===== src/rtl/fprot_pkg.sv =====
package fprot_pkg;
  localparam int BP_W = 3;
  typedef logic [BP_W-1:0] bp_t;
  localparam bp_t BP_NONE = 3'b000;
  localparam bp_t BP_ALL  = 3'b111;
  localparam int  N_CODES = 1 << BP_W;
endpackage


===== src/rtl/fprot_regs.sv =====
module fprot_regs
  import fprot_pkg::*;
(
  input  logic clk,
  input  logic rst_n,
  input  logic wr_en,
  input  bp_t  wr_bp,
  input  logic cfg_en,
  input  logic cfg_mode,
  input  logic cfg_dir,
  input  logic reload,
  input  logic op_granted,
  output bp_t  bp_act,
  output logic dir,
  output logic locked
);
  bp_t  nv_q, nv_d, vol_q, vol_d;
  logic mode_q, mode_d;
  logic dir_q, dir_d;
  logic lock_q, lock_d;

  always_comb begin
    nv_d   = nv_q;
    vol_d  = vol_q;
    mode_d = mode_q;
    dir_d  = dir_q;
    lock_d = lock_q;
    if (cfg_en) begin
      mode_d = cfg_mode;
      if (!lock_q) dir_d = cfg_dir;
    end
    if (reload) begin
      vol_d = mode_q ? BP_ALL : nv_q;
    end else if (wr_en) begin
      vol_d = wr_bp;
      if (!mode_q) nv_d = wr_bp;
    end
    if (op_granted) lock_d = 1'b1;
  end

  always_ff @(posedge clk or negedge rst_n) begin
    if (!rst_n) begin
      nv_q   <= BP_NONE;
      vol_q  <= BP_NONE;
      mode_q <= 1'b0;
      dir_q  <= 1'b0;
      lock_q <= 1'b0;
    end else begin
      nv_q   <= nv_d;
      vol_q  <= vol_d;
      mode_q <= mode_d;
      dir_q  <= dir_d;
      lock_q <= lock_d;
    end
  end

  assign bp_act = mode_q ? vol_q : nv_q;
  assign dir    = dir_q;
  assign locked = lock_q;


  dir_lock_chk: assert property (@(posedge clk) disable iff (!rst_n)
    lock_q |=> $stable(dir_q));

  lock_sticky_chk: assert property (@(posedge clk) disable iff (!rst_n)
    lock_q |=> lock_q);

  nv_keep_chk: assert property (@(posedge clk) disable iff (!rst_n)
    (wr_en && mode_q) |=> $stable(nv_q));

  reload_copy_chk: assert property (@(posedge clk) disable iff (!rst_n)
    (reload && !mode_q) |=> (vol_q == $past(nv_q)));

  reload_all_chk: assert property (@(posedge clk) disable iff (!rst_n)
    (reload && mode_q) |=> (vol_q == BP_ALL));
endmodule


===== src/rtl/fprot_range.sv =====
module fprot_range
  import fprot_pkg::*;
#(
  parameter int ADDR_W = 26
) (
  input  bp_t               bp,
  input  logic              dir,
  input  logic [ADDR_W-1:0] addr,
  output logic              hit
);
  localparam int SW = ADDR_W + 1;
  localparam logic [SW-1:0] ARRAY_SZ = {1'b1, {ADDR_W{1'b0}}};

  logic [SW-1:0] size_tbl [N_CODES];

  for (genvar g = 0; g < N_CODES; g++) begin : g_size
    if (g == 0) begin : g_none
      assign size_tbl[g] = '0;
    end else begin : g_frac
      assign size_tbl[g] = ARRAY_SZ >> (N_CODES - 1 - g);
    end
  end

  logic [SW-1:0] psize, addr_x, top_floor;

  always_comb begin
    psize     = size_tbl[bp];
    addr_x    = {1'b0, addr};
    top_floor = ARRAY_SZ - psize;
    if (dir) hit = addr_x < psize;
    else     hit = addr_x >= top_floor;
  end
endmodule


===== src/rtl/fprot_gate.sv =====
module fprot_gate (
  input  logic clk,
  input  logic rst_n,
  input  logic req_valid,
  input  logic hit,
  output logic grant_o,
  output logic deny_o
);
  logic grant_d, deny_d;

  always_comb begin
    grant_d = req_valid && !hit;
    deny_d  = req_valid && hit;
  end

  always_ff @(posedge clk or negedge rst_n) begin
    if (!rst_n) begin
      grant_o <= 1'b0;
      deny_o  <= 1'b0;
    end else begin
      grant_o <= grant_d;
      deny_o  <= deny_d;
    end
  end


  one_verdict_chk: assert property (@(posedge clk) disable iff (!rst_n)
    !(grant_o && deny_o));

  answer_chk: assert property (@(posedge clk) disable iff (!rst_n)
    req_valid |=> (grant_o || deny_o));

  quiet_chk: assert property (@(posedge clk) disable iff (!rst_n)
    !req_valid |=> (!grant_o && !deny_o));
endmodule


===== src/rtl/fprot_ctrl.sv =====
module fprot_ctrl
  import fprot_pkg::*;
#(
  parameter int ADDR_W = 26
) (
  input  logic              clk,
  input  logic              rst_n,
  input  logic              wrr_en,
  input  logic [2:0]        wrr_bp,
  input  logic              cfg_en,
  input  logic              cfg_mode,
  input  logic              cfg_dir,
  input  logic              hw_rst,
  input  logic              sw_rst,
  input  logic              req_valid,
  input  logic [ADDR_W-1:0] req_addr,
  output logic [2:0]        bp_o,
  output logic              dir_o,
  output logic              grant_o,
  output logic              deny_o
);
  bp_t  bp_act;
  logic dir, locked, hit, reload;

  assign reload = hw_rst || sw_rst;

  fprot_regs i_regs (
    .clk(clk), .rst_n(rst_n),
    .wr_en(wrr_en), .wr_bp(wrr_bp),
    .cfg_en(cfg_en), .cfg_mode(cfg_mode), .cfg_dir(cfg_dir),
    .reload(reload), .op_granted(grant_o),
    .bp_act(bp_act), .dir(dir), .locked(locked)
  );

  fprot_range #(.ADDR_W(ADDR_W)) i_range (
    .bp(bp_act), .dir(dir), .addr(req_addr), .hit(hit)
  );

  fprot_gate i_gate (
    .clk(clk), .rst_n(rst_n), .req_valid(req_valid), .hit(hit),
    .grant_o(grant_o), .deny_o(deny_o)
  );

  assign bp_o  = bp_act;
  assign dir_o = dir;


  full_deny_chk: assert property (@(posedge clk) disable iff (!rst_n)
    (req_valid && bp_act == BP_ALL) |=> deny_o);

  deny_nolock_chk: assert property (@(posedge clk) disable iff (!rst_n)
    (!locked && deny_o) |=> !locked);

  grant_lock_chk: assert property (@(posedge clk) disable iff (!rst_n)
    grant_o |=> locked);
endmodule


===== config.mk =====
export PLATFORM = sky130hd
export DESIGN_NAME = fprot_ctrl
export DESIGN_NICKNAME = d
export VERILOG_FILES = /design/src/rtl/fprot_pkg.sv /design/src/rtl/fprot_regs.sv /design/src/rtl/fprot_range.sv /design/src/rtl/fprot_gate.sv /design/src/rtl/fprot_ctrl.sv
export SDC_FILE = /design/constraint.sdc
export NUM_CORES = 1
export LEC_CHECK = 0
export BUFFER_PORTS_ARGS = -buffer_cell sky130_fd_sc_hd__buf_2
export CORE_ASPECT_RATIO = 0.9
export CORE_MARGIN = 1
export CORE_UTILIZATION = 48
export DETAILED_ROUTE_END_ITERATION = 8
export GPL_ROUTABILITY_DRIVEN = 0
export PLACE_DENSITY_LB_ADDON = 0.25
export RECOVER_POWER = 100
export SYNTH_ARGS = -nofsm -noshare
export SYNTH_HDL_FRONTEND = slang
export SYNTH_SLANG_ARGS = --single-unit
export TNS_END_PERCENT = 20

===== constraint.sdc =====
create_clock -name clk -period 7.6 [get_ports clk]
set_input_delay 1.52 -clock clk [delete_from_list [all_inputs] [get_ports clk]]
set_output_delay 1.52 -clock clk [all_outputs]
set_load 0.03 [all_outputs]

==> Implementation_results.wiki <==
{| class="wikitable"
! Metric !! Value
|-
| Outcome || finished clean
|-
| Overall routing resource usage || 20.9%
|-
| Antenna diode instance count || 0
|-
| Setup skew after layout || between 0.005 and 0.006 ns
|-
| Number of antenna violations at the first check in global routing || 0
|-
| Hold Vio Cnt, Final || 0
|-
| Library cells used by synthesis || 30
|-
| CTS Root Buffer Type || sky130_fd_sc_hd__clkbuf_4
|-
| Starting DRC count in detailed routing || 11
|-
| Layout Cell Area excl Fill || 1030 µm²
|-
| CP endpoint kind || primary output
|-
| FF-to-FF setup slack || 4.37 ns
|-
| Number of pins with negative max-slew slack in the final report || 0
|-
| Static Leak || 0.474 nW
|-
| Number of antenna-violating nets in the routed design || 0
|-
| Clock-pin slew of the registers on the worst-case setup and hold paths || 0.08 ns
|-
| Number of port buffers || 23
|-
| Largest net degree at the start of global routing || 12
|-
| Least-Margin Pin Slew || 0.771 ns
|-
| Sequential fraction of the synthesis area || 31.2%
|-
| Placed standard-cell area || 1020 µm²
|-
| Unrepaired setup endpoints after global routing || no
|-
| R2r startpoint || i_regs.mode_q
|-
| Peak fanout along the critical path || 10
|-
| Start point of the worst min-delay path || i_gate.grant_o
|-
| Vias after detailed routing || 788
|-
| Maximum clock rate || 297 MHz
|-
| Sinks on Clock Net || 11
|-
| Register share of total power || 31.6%
|-
| Number of warning messages in the yosys log || 0
|-
| Overflow left after global routing || 0
|-
| Clk pwr share || 15.8%
|-
| Net count after synthesis || 142
|-
| Remaining DRCs || 0
|-
| Worst setup path class || flop to primary output
|-
| Total I/O pin count || 44
|-
| Share of the cycle needed by the critical path after routing || 44.3%
|-
| Number of detailed-routing iterations run before antenna repair || 4
|-
| Synthesis-to-finish area growth || 16.7%
|-
| Fraction of final layout cells sized beyond drive strength 1 || 23.7%
|-
| Horizontal die dimension || 47.2 µm
|-
| Summed instance area of the synthesized netlist || 882 µm²
|-
| Inserted Clock Buffers || 3
|-
| Clock tree from TritonCTS || yes
|-
| Final Setup Violations || 0
|-
| Reported net switching power || 0.115 mW
|-
| Peak ir drop on the vdd network || 118 µV
|-
| Die area || 2010 µm²
|-
| Detailed-route vias per instance || between 5 and 6
|-
| Number of nets at the end of the flow || around 170
|-
| Mean area per synthesized cell || ~9.6 µm²
|-
| Number of levels in the clock H-tree || 1
|-
| Worst hold path class || flop to flop
|-
| Share of power burned in combinational logic || 52.6%
|-
| Global-route wire length before repair || 3040 µm
|-
| Post-synthesis instance total || 92
|-
| Max cap viols || 0
|-
| Number of buffers inserted by hold repair at cts || 0
|-
| Number of global-route vias before repair || approximately 720
|-
| Setup TNS || 0 ns
|-
| Worst setup SP type || flop
|-
| Cell-internal power || 0.147 mW
|-
| Number of synthesized register bits || 11
|-
| Placement row count || 14
|-
| Worst max-slew margin expressed relative to the limit || 47.9%
|-
| Floorplan die height || 42.7 µm
|-
| Switch share || a little over two fifths
|-
| Core Footprint || 1700 µm²
|-
| HPWL Detailed || around 1500 µm
|-
| Cell area power density || 255 nW/µm²
|-
| Number of buffers added for setup after CTS || 0
|-
| Worst setup path start || i_regs.mode_q
|-
| Post-layout min period || 3.36 ns
|-
| Total routed wirelength || 1790 µm
|-
| Largest buffer count on any clock path || 2
|-
| Data arrival time of the critical path || 1.84 ns
|-
| Initial Util || 51.9%
|-
| Count of filler cells inserted in the layout || 150
|-
| Latest clock arrival within the worst-skew pair || around 0.27 ns
|-
| Average routed wire per standard cell || 12.6 µm
|-
| Data required time at the worst endpoint || 6.08 ns
|-
| Post-CTS Resized || 0
|}
==> worst max-delay path: stages, from the launching register on <==
cell and delay, ns:
sky130_fd_sc_hd__dfrtp_1 0.56, sky130_fd_sc_hd__mux2i_1 0.61, sky130_fd_sc_hd__inv_1 0.18, sky130_fd_sc_hd__buf_2 0.22
==> logic make-up (layout without fill, tap and decap cells) <==
kind of cell,Yosys count,count (layout),synth area share (%)
adder cells (fa/ha/maj),12,12,17.0
AND/OR/NAND/NOR,26,26,16.2
buffers and inverters,6,32,3.40
XOR/XNOR,1,1,0.993
AO/OA/AOI/OAI,24,24,16.3
multiplexers,12,12,14.9
flip-flops,11,11,31.2
==> area by class of cell <==
type                            count  area, µm²  share of cell area, %
Tap cell                           24       30.0                   2.92
Multi-Input combinational cell     75        573                   55.6
Clock buffer                        4       26.3                   2.55
Sequential cell                    11        275                   26.7
Timing Repair Buffer               23        106                   10.3
Inverter                            5       18.8                   1.82
==> through the flow <==
stage | std cells | util (%) | worst slack, ns | total power [mW] | hold slack (ns)
2_1_floorplan | 92 | - | 4.73 | 0.190 | 0.440
3_3_place_gp | 138 | 59.8 | 4.49 | 0.220 | 0.448
3_5_place_dp | 138 | 59.8 | 4.44 | 0.227 | 0.444
4_1_cts | 142 | 61.3 | 4.33 | 0.269 | 0.463
5_1_grt | 142 | 60.6 | 4.03 | 0.289 | 0.473
6_report | 142 | 60.6 | 4.24 | 0.262 | 0.465
==> synthesized netlist by cell type (all sizes together) <==
master,number,area (µm²)
nor4b,2,17.5
mux2i,6,63.8
inv,5,18.8
o211ai,1,7.51
nand2,7,26.3
o21a,2,15.0
nor2b,1,6.26
a31oi,2,12.5
mux2,6,67.6
o41ai,1,8.76
o21ai,9,45.0
a211oi,2,15.0
nand4,1,6.26
or2,2,12.5
a21boi,1,7.51
nand3,2,10.0
nor3,3,15.0
or4,1,11.3
nand2b,1,6.26
xnor2,1,8.76
nor2,4,15.0
buf,1,11.3
a21o,1,7.51
a21oi,5,25.0
nor4bb,1,10.0
ha,12,150
and3,1,6.26
dfrtp,11,275
==> per-layer routing <==
metal	GRT usage, %	routed length (µm)
met1	28.9	844
met2	31.9	852
met3	6.38	92
met4	4.00	0
met5	0	0
==> path summary, 6_finish.rpt <==
check / to / depth (start not counted)
min in group asynchronous: i_gate.deny_o / 1
worst min register to register: i_regs.locked / 1
max in group asynchronous: i_regs.nv_q[2] / 1
worst min-delay path: i_regs.locked / 1
worst max register to register: i_gate.deny_o / 13
worst max-delay path: bp_o[1] / 3
==> placed cells by master (no fill, tap or decap), drive strengths merged, types with 2 or more instances in the layout <==
master	instances
clkbuf	11
nor4b	2
nand3	2
or2	2
o21a	2
nor3	3
nand2	7
dfrtp	11
a31oi	2
nor2	4
a21oi	5
mux2	6
mux2i	6
ha	12
inv	5
o21ai	9
buf	16
a211oi	2
==> power groups by stage <==
stage | Sequential [mW] | Combinational (mW) | Clock (mW)
after floorplan | 0.0918 | 0.0979 | 0
after global placement | 0.0835 | 0.137 | 0
after detailed placement | 0.0844 | 0.142 | 0
after CTS | 0.0832 | 0.142 | 0.0430
after global routing | 0.0846 | 0.158 | 0.0461
final | 0.0829 | 0.138 | 0.0414
==> flip-flops by register name, summed over array words and instances (netlist names) <==
signal,count
i_regs.mode_q,1
i_gate.deny_o,1
i_regs.vol_q,3
i_regs.dir,1
i_regs.nv_q,3
i_gate.grant_o,1
i_regs.locked,1
Note: power is estimated with default switching activity, not from simulation.
